## config.mk

```make
export PLATFORM = sky130hd
export DESIGN_NAME = irq_state_bank
export DESIGN_NICKNAME = d
export VERILOG_FILES = /design/src/rtl/isb_pkg.sv /design/src/rtl/isb_perm.sv /design/src/rtl/isb_line_edge.sv /design/src/rtl/isb_word.sv /design/src/rtl/irq_state_bank.sv
export SDC_FILE = /design/constraint.sdc
export NUM_CORES = 2
export LEC_CHECK = 0
export ABC_CLOCK_PERIOD_IN_PS = 3040
export BUFFER_PORTS_ARGS = -buffer_cell sky130_fd_sc_hd__buf_2
export CAP_MARGIN = 40
export CORE_ASPECT_RATIO = 1.4
export CORE_MARGIN = 2
export CORE_UTILIZATION = 30
export CTS_CLUSTER_DIAMETER = 40
export DETAILED_ROUTE_END_ITERATION = 16
export HOLD_SLACK_MARGIN = 0.02
export SYNTH_ARGS = -nofsm -noshare
export SYNTH_HDL_FRONTEND = slang
export SYNTH_SLANG_ARGS = --single-unit
```

## constraint.sdc

```tcl
create_clock -name clk -period 3.04 [get_ports clk]
set_input_delay 0 -clock clk [delete_from_list [all_inputs] [get_ports clk]]
set_output_delay 0 -clock clk [all_outputs]
set_load 0.005 [all_outputs]
```

## src/rtl/isb_pkg.sv

```systemverilog
package isb_pkg;

    localparam int unsigned WORD_W = 32;
    localparam int unsigned ADDR_W = 12;

    typedef enum logic [3:0] {
        OP_NONE,
        OP_CTRL,
        OP_GROUP,
        OP_EN_SET,
        OP_EN_CLR,
        OP_PD_SET,
        OP_PD_CLR,
        OP_AC_SET,
        OP_AC_CLR,
        OP_EDGE,
        OP_ACCF
    } isb_op_e;

    typedef struct packed {
        isb_op_e    op;
        logic [4:0] word;   // 32-interrupt word index
        logic       half;   // upper 16 interrupts of a permission pair
    } isb_dec_t;

    typedef struct packed {
        logic [WORD_W-1:0] grp;   // group-only mask
        logic [WORD_W-1:0] lvl1;  // field >= 1
        logic [WORD_W-1:0] lvl2;  // field >= 2
    } isb_mask_t;

    function automatic isb_dec_t isb_decode(input logic [ADDR_W-1:0] a);
        isb_dec_t d;
        d.op   = OP_NONE;
        d.word = a[6:2];
        d.half = 1'b0;
        if (a[1:0] == 2'b00) begin
            if (!a[11]) begin
                case (a[10:7])
                    4'd0: d.op = (a[6:2] == 5'd0) ? OP_CTRL : OP_NONE;
                    4'd1: d.op = OP_GROUP;
                    4'd2: d.op = OP_EN_SET;
                    4'd3: d.op = OP_EN_CLR;
                    4'd4: d.op = OP_PD_SET;
                    4'd5: d.op = OP_PD_CLR;
                    4'd6: d.op = OP_AC_SET;
                    4'd7: d.op = OP_AC_CLR;
                    4'd8: d.op = OP_EDGE;
                    default: d.op = OP_NONE;
                endcase
            end else if (a[10:8] == 3'd0) begin
                d.op   = OP_ACCF;
                d.word = a[7:3];
                d.half = a[2];
            end
        end
        return d;
    endfunction

    // per-interrupt: either field bit set
    function automatic logic [WORD_W-1:0] isb_fold_any(input logic [2*WORD_W-1:0] f);
        logic [WORD_W-1:0] r;
        for (int i = 0; i < WORD_W; i++) r[i] = f[2*i] | f[2*i+1];
        return r;
    endfunction

    // per-interrupt: upper field bit set
    function automatic logic [WORD_W-1:0] isb_fold_hi(input logic [2*WORD_W-1:0] f);
        logic [WORD_W-1:0] r;
        for (int i = 0; i < WORD_W; i++) r[i] = f[2*i+1];
        return r;
    endfunction

endpackage

```

## src/rtl/isb_perm.sv

```systemverilog
module isb_perm
    import isb_pkg::*;
(
    input  logic [WORD_W-1:0]   grp_i,
    input  logic [2*WORD_W-1:0] accf_i,
    input  logic                secure_i,
    input  logic                sec_off_i,
    output isb_mask_t           mask_o
);

    logic restricted;
    assign restricted = !secure_i && !sec_off_i;

    always_comb begin
        if (restricted) begin
            mask_o.grp  = grp_i;
            mask_o.lvl1 = grp_i | isb_fold_any(accf_i);
            mask_o.lvl2 = grp_i | isb_fold_hi(accf_i);
        end else begin
            mask_o.grp  = '1;
            mask_o.lvl1 = '1;
            mask_o.lvl2 = '1;
        end
    end

endmodule

```

## src/rtl/isb_line_edge.sv

```systemverilog
module isb_line_edge #(
    parameter int unsigned WIDTH = 64
) (
    input  logic             clk,
    input  logic             rst,
    input  logic [WIDTH-1:0] line_i,
    output logic [WIDTH-1:0] rise_o
);

    logic [WIDTH-1:0] prev_q;

    always_ff @(posedge clk) begin
        if (rst) prev_q <= '0;
        else     prev_q <= line_i;
    end

    assign rise_o = line_i & ~prev_q;

endmodule

```

## src/rtl/isb_word.sv

```systemverilog
module isb_word
    import isb_pkg::*;
(
    input  logic              clk,
    input  logic              rst,
    input  logic              sel_i,
    input  logic              wr_i,
    input  isb_op_e           op_i,
    input  logic              half_i,
    input  logic [WORD_W-1:0] wdata_i,
    input  logic              secure_i,
    input  logic              sec_off_i,
    input  logic [WORD_W-1:0] line_i,
    input  logic [WORD_W-1:0] rise_i,
    output logic [WORD_W-1:0] en_o,
    output logic [WORD_W-1:0] pend_o,
    output logic [WORD_W-1:0] act_o,
    output logic [WORD_W-1:0] rdata_o
);

    logic [WORD_W-1:0]   grp_q, en_q, pend_q, act_q, edge_q;
    logic [2*WORD_W-1:0] accf_q;
    logic [WORD_W-1:0]   pend_nx, pend_eff, rd_w;
    isb_mask_t           m;
    logic                wr_hit, cfg_ok, accf_ok;

    isb_perm u_perm (
        .grp_i     (grp_q),
        .accf_i    (accf_q),
        .secure_i  (secure_i),
        .sec_off_i (sec_off_i),
        .mask_o    (m)
    );

    assign wr_hit   = sel_i && wr_i;
    assign cfg_ok   = secure_i || sec_off_i;
    assign accf_ok  = secure_i && !sec_off_i;
    assign pend_eff = pend_q | (line_i & ~edge_q);

    always_comb begin
        pend_nx = pend_q;
        if (wr_hit && op_i == OP_PD_SET) pend_nx = pend_nx | (wdata_i & m.lvl1);
        if (wr_hit && op_i == OP_PD_CLR) pend_nx = pend_nx & ~(wdata_i & m.lvl2);
        pend_nx = pend_nx | (rise_i & edge_q);   // new edge wins over clear
    end

    always_ff @(posedge clk) begin
        if (rst) begin
            grp_q  <= '0;
            en_q   <= '0;
            pend_q <= '0;
            act_q  <= '0;
            edge_q <= '0;
            accf_q <= '0;
        end else begin
            pend_q <= pend_nx;
            if (wr_hit) begin
                case (op_i)
                    OP_GROUP:  if (cfg_ok) grp_q <= wdata_i;
                    OP_EN_SET: en_q  <= en_q | (wdata_i & m.grp);
                    OP_EN_CLR: en_q  <= en_q & ~(wdata_i & m.grp);
                    OP_AC_SET: act_q <= act_q | (wdata_i & m.grp);
                    OP_AC_CLR: act_q <= act_q & ~(wdata_i & m.grp);
                    OP_EDGE:   edge_q <= (edge_q & ~m.grp) | (wdata_i & m.grp);
                    OP_ACCF: begin
                        if (accf_ok) begin
                            if (half_i) accf_q[2*WORD_W-1:WORD_W] <= wdata_i;
                            else        accf_q[WORD_W-1:0]        <= wdata_i;
                        end
                    end
                    default: ;
                endcase
            end
        end
    end

    always_comb begin
        case (op_i)
            OP_GROUP:             rd_w = cfg_ok ? grp_q : '0;
            OP_EN_SET, OP_EN_CLR: rd_w = en_q & m.grp;
            OP_PD_SET:            rd_w = pend_eff & m.lvl1;
            OP_PD_CLR:            rd_w = pend_eff & m.lvl2;
            OP_AC_SET, OP_AC_CLR: rd_w = act_q & m.lvl2;
            OP_EDGE:              rd_w = edge_q & m.grp;
            OP_ACCF:              rd_w = !accf_ok ? '0 :
                                         (half_i ? accf_q[2*WORD_W-1:WORD_W] : accf_q[WORD_W-1:0]);
            default:              rd_w = '0;
        endcase
    end

    assign rdata_o = sel_i ? rd_w : '0;
    assign en_o    = en_q;
    assign pend_o  = pend_eff;
    assign act_o   = act_q;

endmodule

```

## src/rtl/irq_state_bank.sv

```systemverilog
module irq_state_bank
    import isb_pkg::*;
#(
    parameter int unsigned NUM_IRQ = 96
) (
    input  logic               clk,
    input  logic               rst,
    input  logic               bus_vld,
    input  logic               bus_we,
    input  logic [ADDR_W-1:0]  bus_addr,
    input  logic [WORD_W-1:0]  bus_wdata,
    input  logic               bus_sec,
    output logic [WORD_W-1:0]  bus_rdata,
    input  logic [NUM_IRQ-1:0] irq_line,
    output logic [NUM_IRQ-1:0] irq_en,
    output logic [NUM_IRQ-1:0] irq_pend,
    output logic [NUM_IRQ-1:0] irq_act
);

    localparam int unsigned N_WORDS   = NUM_IRQ / WORD_W;
    localparam int unsigned EXT_WORDS = N_WORDS - 1;
    localparam int unsigned EXT_BITS  = EXT_WORDS * WORD_W;

    isb_dec_t          dec;
    logic              ds_q;
    logic [EXT_BITS-1:0] rise;
    logic [WORD_W-1:0] word_rd [EXT_WORDS];
    logic [WORD_W-1:0] rd_all;
    logic              unused_low;

    assign dec        = isb_decode(bus_addr);
    assign unused_low = ^irq_line[WORD_W-1:0];

    isb_line_edge #(.WIDTH(EXT_BITS)) u_edge (
        .clk    (clk),
        .rst    (rst),
        .line_i (irq_line[NUM_IRQ-1:WORD_W]),
        .rise_o (rise)
    );

    always_ff @(posedge clk) begin
        if (rst) begin
            ds_q <= 1'b0;
        end else if (bus_vld && bus_we && dec.op == OP_CTRL && bus_sec && !ds_q) begin
            ds_q <= bus_wdata[0];
        end
    end

    assign irq_en[WORD_W-1:0]   = '0;
    assign irq_pend[WORD_W-1:0] = '0;
    assign irq_act[WORD_W-1:0]  = '0;

    for (genvar k = 0; k < EXT_WORDS; k++) begin : g_word
        logic sel;
        assign sel = bus_vld && (dec.word == 5'(k + 1));

        isb_word u_word (
            .clk       (clk),
            .rst       (rst),
            .sel_i     (sel),
            .wr_i      (bus_we),
            .op_i      (dec.op),
            .half_i    (dec.half),
            .wdata_i   (bus_wdata),
            .secure_i  (bus_sec),
            .sec_off_i (ds_q),
            .line_i    (irq_line[WORD_W*(k+1) +: WORD_W]),
            .rise_i    (rise[WORD_W*k +: WORD_W]),
            .en_o      (irq_en[WORD_W*(k+1) +: WORD_W]),
            .pend_o    (irq_pend[WORD_W*(k+1) +: WORD_W]),
            .act_o     (irq_act[WORD_W*(k+1) +: WORD_W]),
            .rdata_o   (word_rd[k])
        );
    end

    always_comb begin
        rd_all = (dec.op == OP_CTRL) ? {{(WORD_W-1){1'b0}}, ds_q} : '0;
        for (int k = 0; k < EXT_WORDS; k++) rd_all = rd_all | word_rd[k];
    end

    always_ff @(posedge clk) begin
        if (rst)                   bus_rdata <= '0;
        else if (bus_vld && !bus_we) bus_rdata <= rd_all;
    end

endmodule

```

== Yosys cells after proc, flatten, opt, wreduce, memory -nomap -nowiden ==
Index checks and enable logic that the tools add are counted.

* Flip-flop bits (word level): 545
* Input bits: 145
* Output and inout port bits: 320
* Logic and storage cells: 224

* Equal/unequal tests: 20
* Mux-type cells: 27
* Bitwise logic cells: 121
* Reductions and logical operators: 39

{| class="wikitable"
|+ Operators with widths
! kind !! count
|-
| AND 32 bit || 28
|-
| bitwise OR 32 bit || 17
|-
| case mux 32 bit (7 select lines) || 2
|-
| 2-to-1 mux 32 bit || 12
|-
| NOT 32 bit || 8
|-
| case mux 32 bit (2 select lines) || 4
|-
| 2-to-1 mux 96 bit || 2
|-
| AND 64 bit || 1
|-
| NOT 64 bit || 1
|-
| bitwise OR 1 bit || 64
|-
| case mux 4 bit (9 select lines) || 1
|-
| == test 4 x 3 -> 1 bit (second input constant) || 8
|-
| bitwise OR 1 x 32 -> 32 bit || 1
|-
| 2-to-1 mux 10 bit || 2
|-
| == test 4 x 2 -> 1 bit (second input constant) || 4
|-
| == test 4 bit (second input constant) || 4
|-
| AND reduction 4 bit || 4
|-
| logical AND 1 bit || 15
|-
| AND reduction 2 bit || 6
|-
| == test 4 x 1 -> 1 bit (second input constant) || 2
|-
| 2-to-1 mux 6 bit || 1
|-
| AND reduction 3 bit || 2
|-
| == test 5 x 1 -> 1 bit (second input constant) || 1
|-
| == test 5 x 2 -> 1 bit (second input constant) || 1
|-
| 11 further kinds || 16
|}

== Depth between registers and ports, before layout ==
* Depth after elaboration: 13
* Gate-level depth with buffers: 10
* Mapped depth without buffers: 7

== Modules after synthesis ==
Synthesis repeated with hierarchy kept, for this count alone.

* Cells, all modules: 3693
* Area, all modules: 30830.8 µm²

{| class="wikitable"
|+ Modules (own cells, without submodules)
! module !! times used !! cells an instance !! area each (µm²) !! sequential area each (µm²)
|-
| isb_word || 2 || 1503 || 12383.1 || 4484.3
|-
| isb_line_edge || 1 || 199 || 2318.5 || 1281.2
|-
| irq_state_bank || 1 || 284 || 2147.1 || 660.6
|-
| isb_perm || 2 || 102 || 799.5 || 0.0
|}

== Worst setup path before layout ==
No wires, ideal clock.

* Path type: reg-to-reg
* From: register ds_q
* To: register bus_rdata[24]
* Setup time: 0.124 ns
* Data arrival time: 2.073 ns
* Data required time: 2.916 ns
* Path slack: 0.843 ns
* Cell stages (with the launch flop): 10
* Buffers on the path: 3
* Clock period less this slack: 2.197 ns
* Path through: dfxtp_1 or2_2 clkbuf_1 clkbuf_1 clkbuf_1 nor4_1 nor2_1 a221oi_1 a31oi_1 a2111o_1

* Word-level cells in the longest chain between the ends: 8
* Elaborated cells between the ends (all ways): 26
* Those cells by class: 10 x mux; 12 x bitwise; 4 x reduce/logical

{| class="wikitable"
|+ Ends and longest elaborated chain
! what !! RTL line !! source
|-
| start, declared || irq_state_bank.sv:25 || <nowiki>logic ds_q;</nowiki>
|-
| start signal, assigned || irq_state_bank.sv:45 || <nowiki>ds_q <= bus_wdata[0];</nowiki>
|-
| zero test 1 bit || isb_perm.sv:12, isb_word.sv:37 ||
|-
| logical AND 1 bit || isb_perm.sv:12 || <nowiki>assign restricted = !secure_i && !sec_off_i;</nowiki>
|-
| 2-to-1 mux 96 bit || isb_perm.sv:15 || <nowiki>if (restricted) begin</nowiki>
|-
| AND 32 bit (on tied branches) || - ||
|-
| case mux 32 bit (7 select lines) || isb_word.sv:78 || <nowiki>case (op_i)</nowiki>
|-
| 2-to-1 mux 32 bit || isb_word.sv:91 || <nowiki>assign rdata_o = sel_i ? rd_w : '0;</nowiki>
|-
| bitwise OR 1 x 32 -> 32 bit || irq_state_bank.sv:78 || <nowiki>for (int k = 0; k < EXT_WORDS; k++) rd_all = rd_all | word_rd[k];</nowiki>
|-
| bitwise OR 32 bit (*) || irq_state_bank.sv:78 ||
|-
| end signal, assigned || irq_state_bank.sv:83 || <nowiki>else if (bus_vld && !bus_we) bus_rdata <= rd_all;</nowiki>
|-
| end, declared || irq_state_bank.sv:13 || <nowiki>output logic [WORD_W-1:0] bus_rdata,</nowiki>
|}

Every way passes the cells marked *; elsewhere a longest branch is shown, timed or not.
A chain may end at the register's enable or synchronous reset.

== Final worst setup path ==
* From: input bus_addr[7]
* To: register bus_rdata[16]

* Word-level cells in the longest chain between the ends: 10
* Elaborated cells between the ends (all ways): 35
* Those cells by class: 19 x eq/ne; 9 x mux; 2 x bitwise; 5 x reduce/logical

{| class="wikitable"
|+ Ends and longest elaborated chain
! what !! RTL line !! source
|-
| start, declared || irq_state_bank.sv:10 || <nowiki>input logic [ADDR_W-1:0] bus_addr,</nowiki>
|-
| == test 4 bit (tied with other cells) || isb_pkg.sv:39 || <nowiki>case (a[10:7])</nowiki>
|-
| case mux 4 bit (9 select lines) || isb_pkg.sv:39 ||
|-
| 2-to-1 mux 4 bit || isb_pkg.sv:38 || <nowiki>if (!a[11]) begin</nowiki>
|-
| 2-to-1 mux 10 bit (*) || isb_pkg.sv:37 || <nowiki>if (a[1:0] == 2'b00) begin</nowiki>
|-
| == test 4 x 3 -> 1 bit (tied with other cells) || isb_word.sv:78 ||
|-
| OR reduction 2 bit || isb_word.sv:78 ||
|-
| case mux 32 bit (7 select lines) || isb_word.sv:78 ||
|-
| 2-to-1 mux 32 bit || isb_word.sv:91 ||
|-
| bitwise OR 1 x 32 -> 32 bit || irq_state_bank.sv:78 ||
|-
| bitwise OR 32 bit (*) || irq_state_bank.sv:78 ||
|}

Marks and branches as above.

==> reports/results.tsv <==
stage	metric	value	unit
worst_setup_path	critPathSlowestCell	a2111oi_0	
finish	area_delta_synth_final	23.0	%
drt	wire_per_inst	24.1	um
power	switchingPower	4020	uW
worst_setup_path	worst-setup-path-type	in -> reg	
global_route	grt-ovfl-total	0	
status	status	finished, final reports clean	
clocking	cts.sinks	545	
clocking	cts_tree	yes	
sta	fmax	0.346	GHz
die	rows	131	
placement	placed_area	30500	um^2
sta	slew_viol_final	0	
sta	setup_slack	0.147	ns
clocking	cts_setup_buffers	0	
finish	layout.area.seq	10900	um^2
logic_synthesis	async_reset_ff_share	0	%
worst_setup_path	critPathMostFrequentCell	buf_4	
min_path	hold_class	in -> reg	
finish	multi_input_area	14700	um^2
clocking	clk_path_buf_depth	3	
finish	final_common_cell	dfxtp_1	
placement	place_hpwl	83600	um
global_route	antenna_found_initial	12	
sta	max_slew_margin	13.3	%
drt	drc	0	
finish	instances_no_fill	4859	
drt	wirelength	117000	um
logic_synthesis	synth_top_flop_cell	dfxtp_1	
sta	hold_viol	0	
finish	stdcell_area	33600	um^2
placement	place.gp.congestion	0.923	
clocking	htree_levels	2	
placement	pre_cts_slack	0.156	ns
logic_synthesis	ys_types	60	
worst_setup_path	path_delay_family	buffers and inverters	
finish	nNetsFinal	3759	
sta	tightestPinTransition	1.30	ns
logic_synthesis	postSynthAreaPerCell	8.41	um^2
drt	vias	26700	
worst_setup_path	crit_path_end_kind	flip-flop	
sta	layout_min_cycle_time	2.89	ns
power	peakVddDrop	0.391	mV
worst_setup_path	worstPathRequired	3.54	ns
worst_setup_path	critPathLaunchType	input port	
finish	final_cell_mix	dfxtp_1, nor2_1, buf_2, mux2i_1, a21oi_1	
sta	finalCritPeriodShare	95.2	%
power	comb_power_share	7.5	%
power	power_density	474	nW/um^2
placement	port_buffers	336	
power	clkPwrFrac	47.4	%
sta	rsz0062_at_grt	false	
finish	fillCellCount	9330	
worst_setup_path	cp_num_buf_inv	5	
worst_setup_path	crit_arrival	3.39	ns
power	power_frac_seq	45.2	%
power	cellLeakagePower	0.0137	uW
drt	drt_first_pass_iters	7	
global_route	grt_pass1_vias	25600	
logic_synthesis	synth_seq_cells	545	
global_route	track_usage	24.2	%
logic_synthesis	yosys_warnings	0	
finish	drive_gt1_share	16.6	%
global_route	grt_pass1_wl	171000	um
power	internal_power	11900	uW
clocking	cts_buffers	57	
sta	hold_ws	0.0939	ns
placement	dp.cells	4636	
logic_synthesis	yosysTopAreaCellShare	39.9	%
die	initial_utilization	30.1	%
sta	tns	0	ns
die	dieArea	93500	um^2
global_route	grt_max_degree	223	
sta	final-setup-viol-count	0	
logic_synthesis	synth_top_cells_by_area	dfxtp_1, mux2i_1, nor2_1	
die	die_h	361	um
logic_synthesis	yosysSeqAreaShare	39.9	%
flow_run	cap_viol_max_count	0	
logic_synthesis	syn_inst	3250	
die	ios	465	
sta	fin_skew	0.0251	ns
logic_synthesis	synth.cell_area	27300	um^2
die	coreArea	90600	um^2
worst_setup_path	crit_chain	dlygate4sd3_1 -> buf_2 -> nand2b_1 -> nor4b_4 -> buf_12 -> buf_4 -> mux2i_1 -> nor3_1 -> a2111oi_0 -> buf_4 -> o221ai_1	
clocking	path_clk_slew	0.07	ns
worst_setup_path	cpPeakStageDelay	0.76	ns
die	fp.dieW	259	um
clocking	cts-root-buf	clkbuf_16	
logic_synthesis	synth-edff-count	0	
drt	drtAntennaViolNets	0	
logic_synthesis	yosys.area.top_type	dfxtp_1	
power	swShare	25.2	%
drt	via_per_inst	5.50	
clocking	clk_latency	0.64	ns
drt	dr.first_iter.drc_count	2330	
worst_setup_path	cp_max_fo	31	
## metrics by stage
step | util (%) | power [uW]
after floorplan | - | 8040
after global placement | 33.6 | 8380
after detailed placement | 33.6 | 8390
after CTS | 37.1 | 16000
after global routing | 37.1 | 16400
final | 37.1 | 15900
## cells by family (layout without fill, tap and decap cells)
group / after synthesis / in the layout / share of synthesized area [%]
flip-flops: 545 / 545 / 39.9
buffers and inverters: 472 / 785 / 8.16
multiplexers: 327 / 327 / 12.1
AND/OR/NAND/NOR: 1110 / 1110 / 19.4
AO/OA/AOI/OAI: 795 / 795 / 20.4
other: 1 / 100 / 0.0137
## power groups by stage
stage          logic, uW  clock network [uW]  registers (uW)
2_1_floorplan        685                   0            7350
3_3_place_gp        1030                   0            7350
3_5_place_dp        1030                   0            7350
4_1_cts             1170                7620            7190
5_1_grt             1280                7900            7190
6_report            1190                7540            7190
## synthesized netlist by cell type, types with 45 or more instances
master	count
dfxtp_1	545
nor2_1	497
mux2i_1	303
a21oi_1	227
clkbuf_1	208
nand2_1	153
a311oi_1	127
nor2b_1	127
nor3_1	125
inv_1	110
buf_4	102
a2111oi_0	83
o21ai_0	78
a211oi_1	65
a31oi_1	45
## worst paths after layout
kind,from,to,slack [ns],cells past startpoint
hold reg to reg,bus_rdata[14],bus_rdata[14],0.46,2
setup reg to reg,ds_q,bus_rdata[16],0.15,8
setup / recovery,bus_addr[7],bus_rdata[16],0.15,11
hold / removal,bus_addr[11],bus_rdata[0],0.09,6
## worst register-to-register path, cell delays in order (launching register included)
cell and delay, ns:
dfxtp_1 0.31, or2_4 0.43, buf_12 0.28, nor3_1 0.30, nand2b_1 0.15, a32o_1 0.27
a2111oi_0 0.66, buf_4 0.25, o221ai_1 0.11
## routing by layer
metal | vias to the layer above | routed length (um) | track usage, %
li1 | 12300 | - | -
met1 | 12900 | 46400 | 28.7
met2 | 1190 | 53700 | 39.5
met3 | 312 | 9470 | 5.79
met4 | 16 | 7680 | 14.6
met5 | - | 93 | 0
## final cells by class
class	instances	area share [%]
Antenna cell	4	0.0298
Clock buffer	74	4.76
Clock inverter	29	1.14
Inverter	110	1.23
Multi-Input combinational cell	2328	43.7
Sequential cell	545	32.5
Tap cell	1197	4.46
Timing Repair Buffer	572	12.3
## what timing repair did
action,CTS,global route
hold endpoints to repair,463,0
hold buffers,116,0
setup endpoints to repair,0,1
gates resized for setup,0,1
Note: power is estimated with default switching activity, not from simulation.
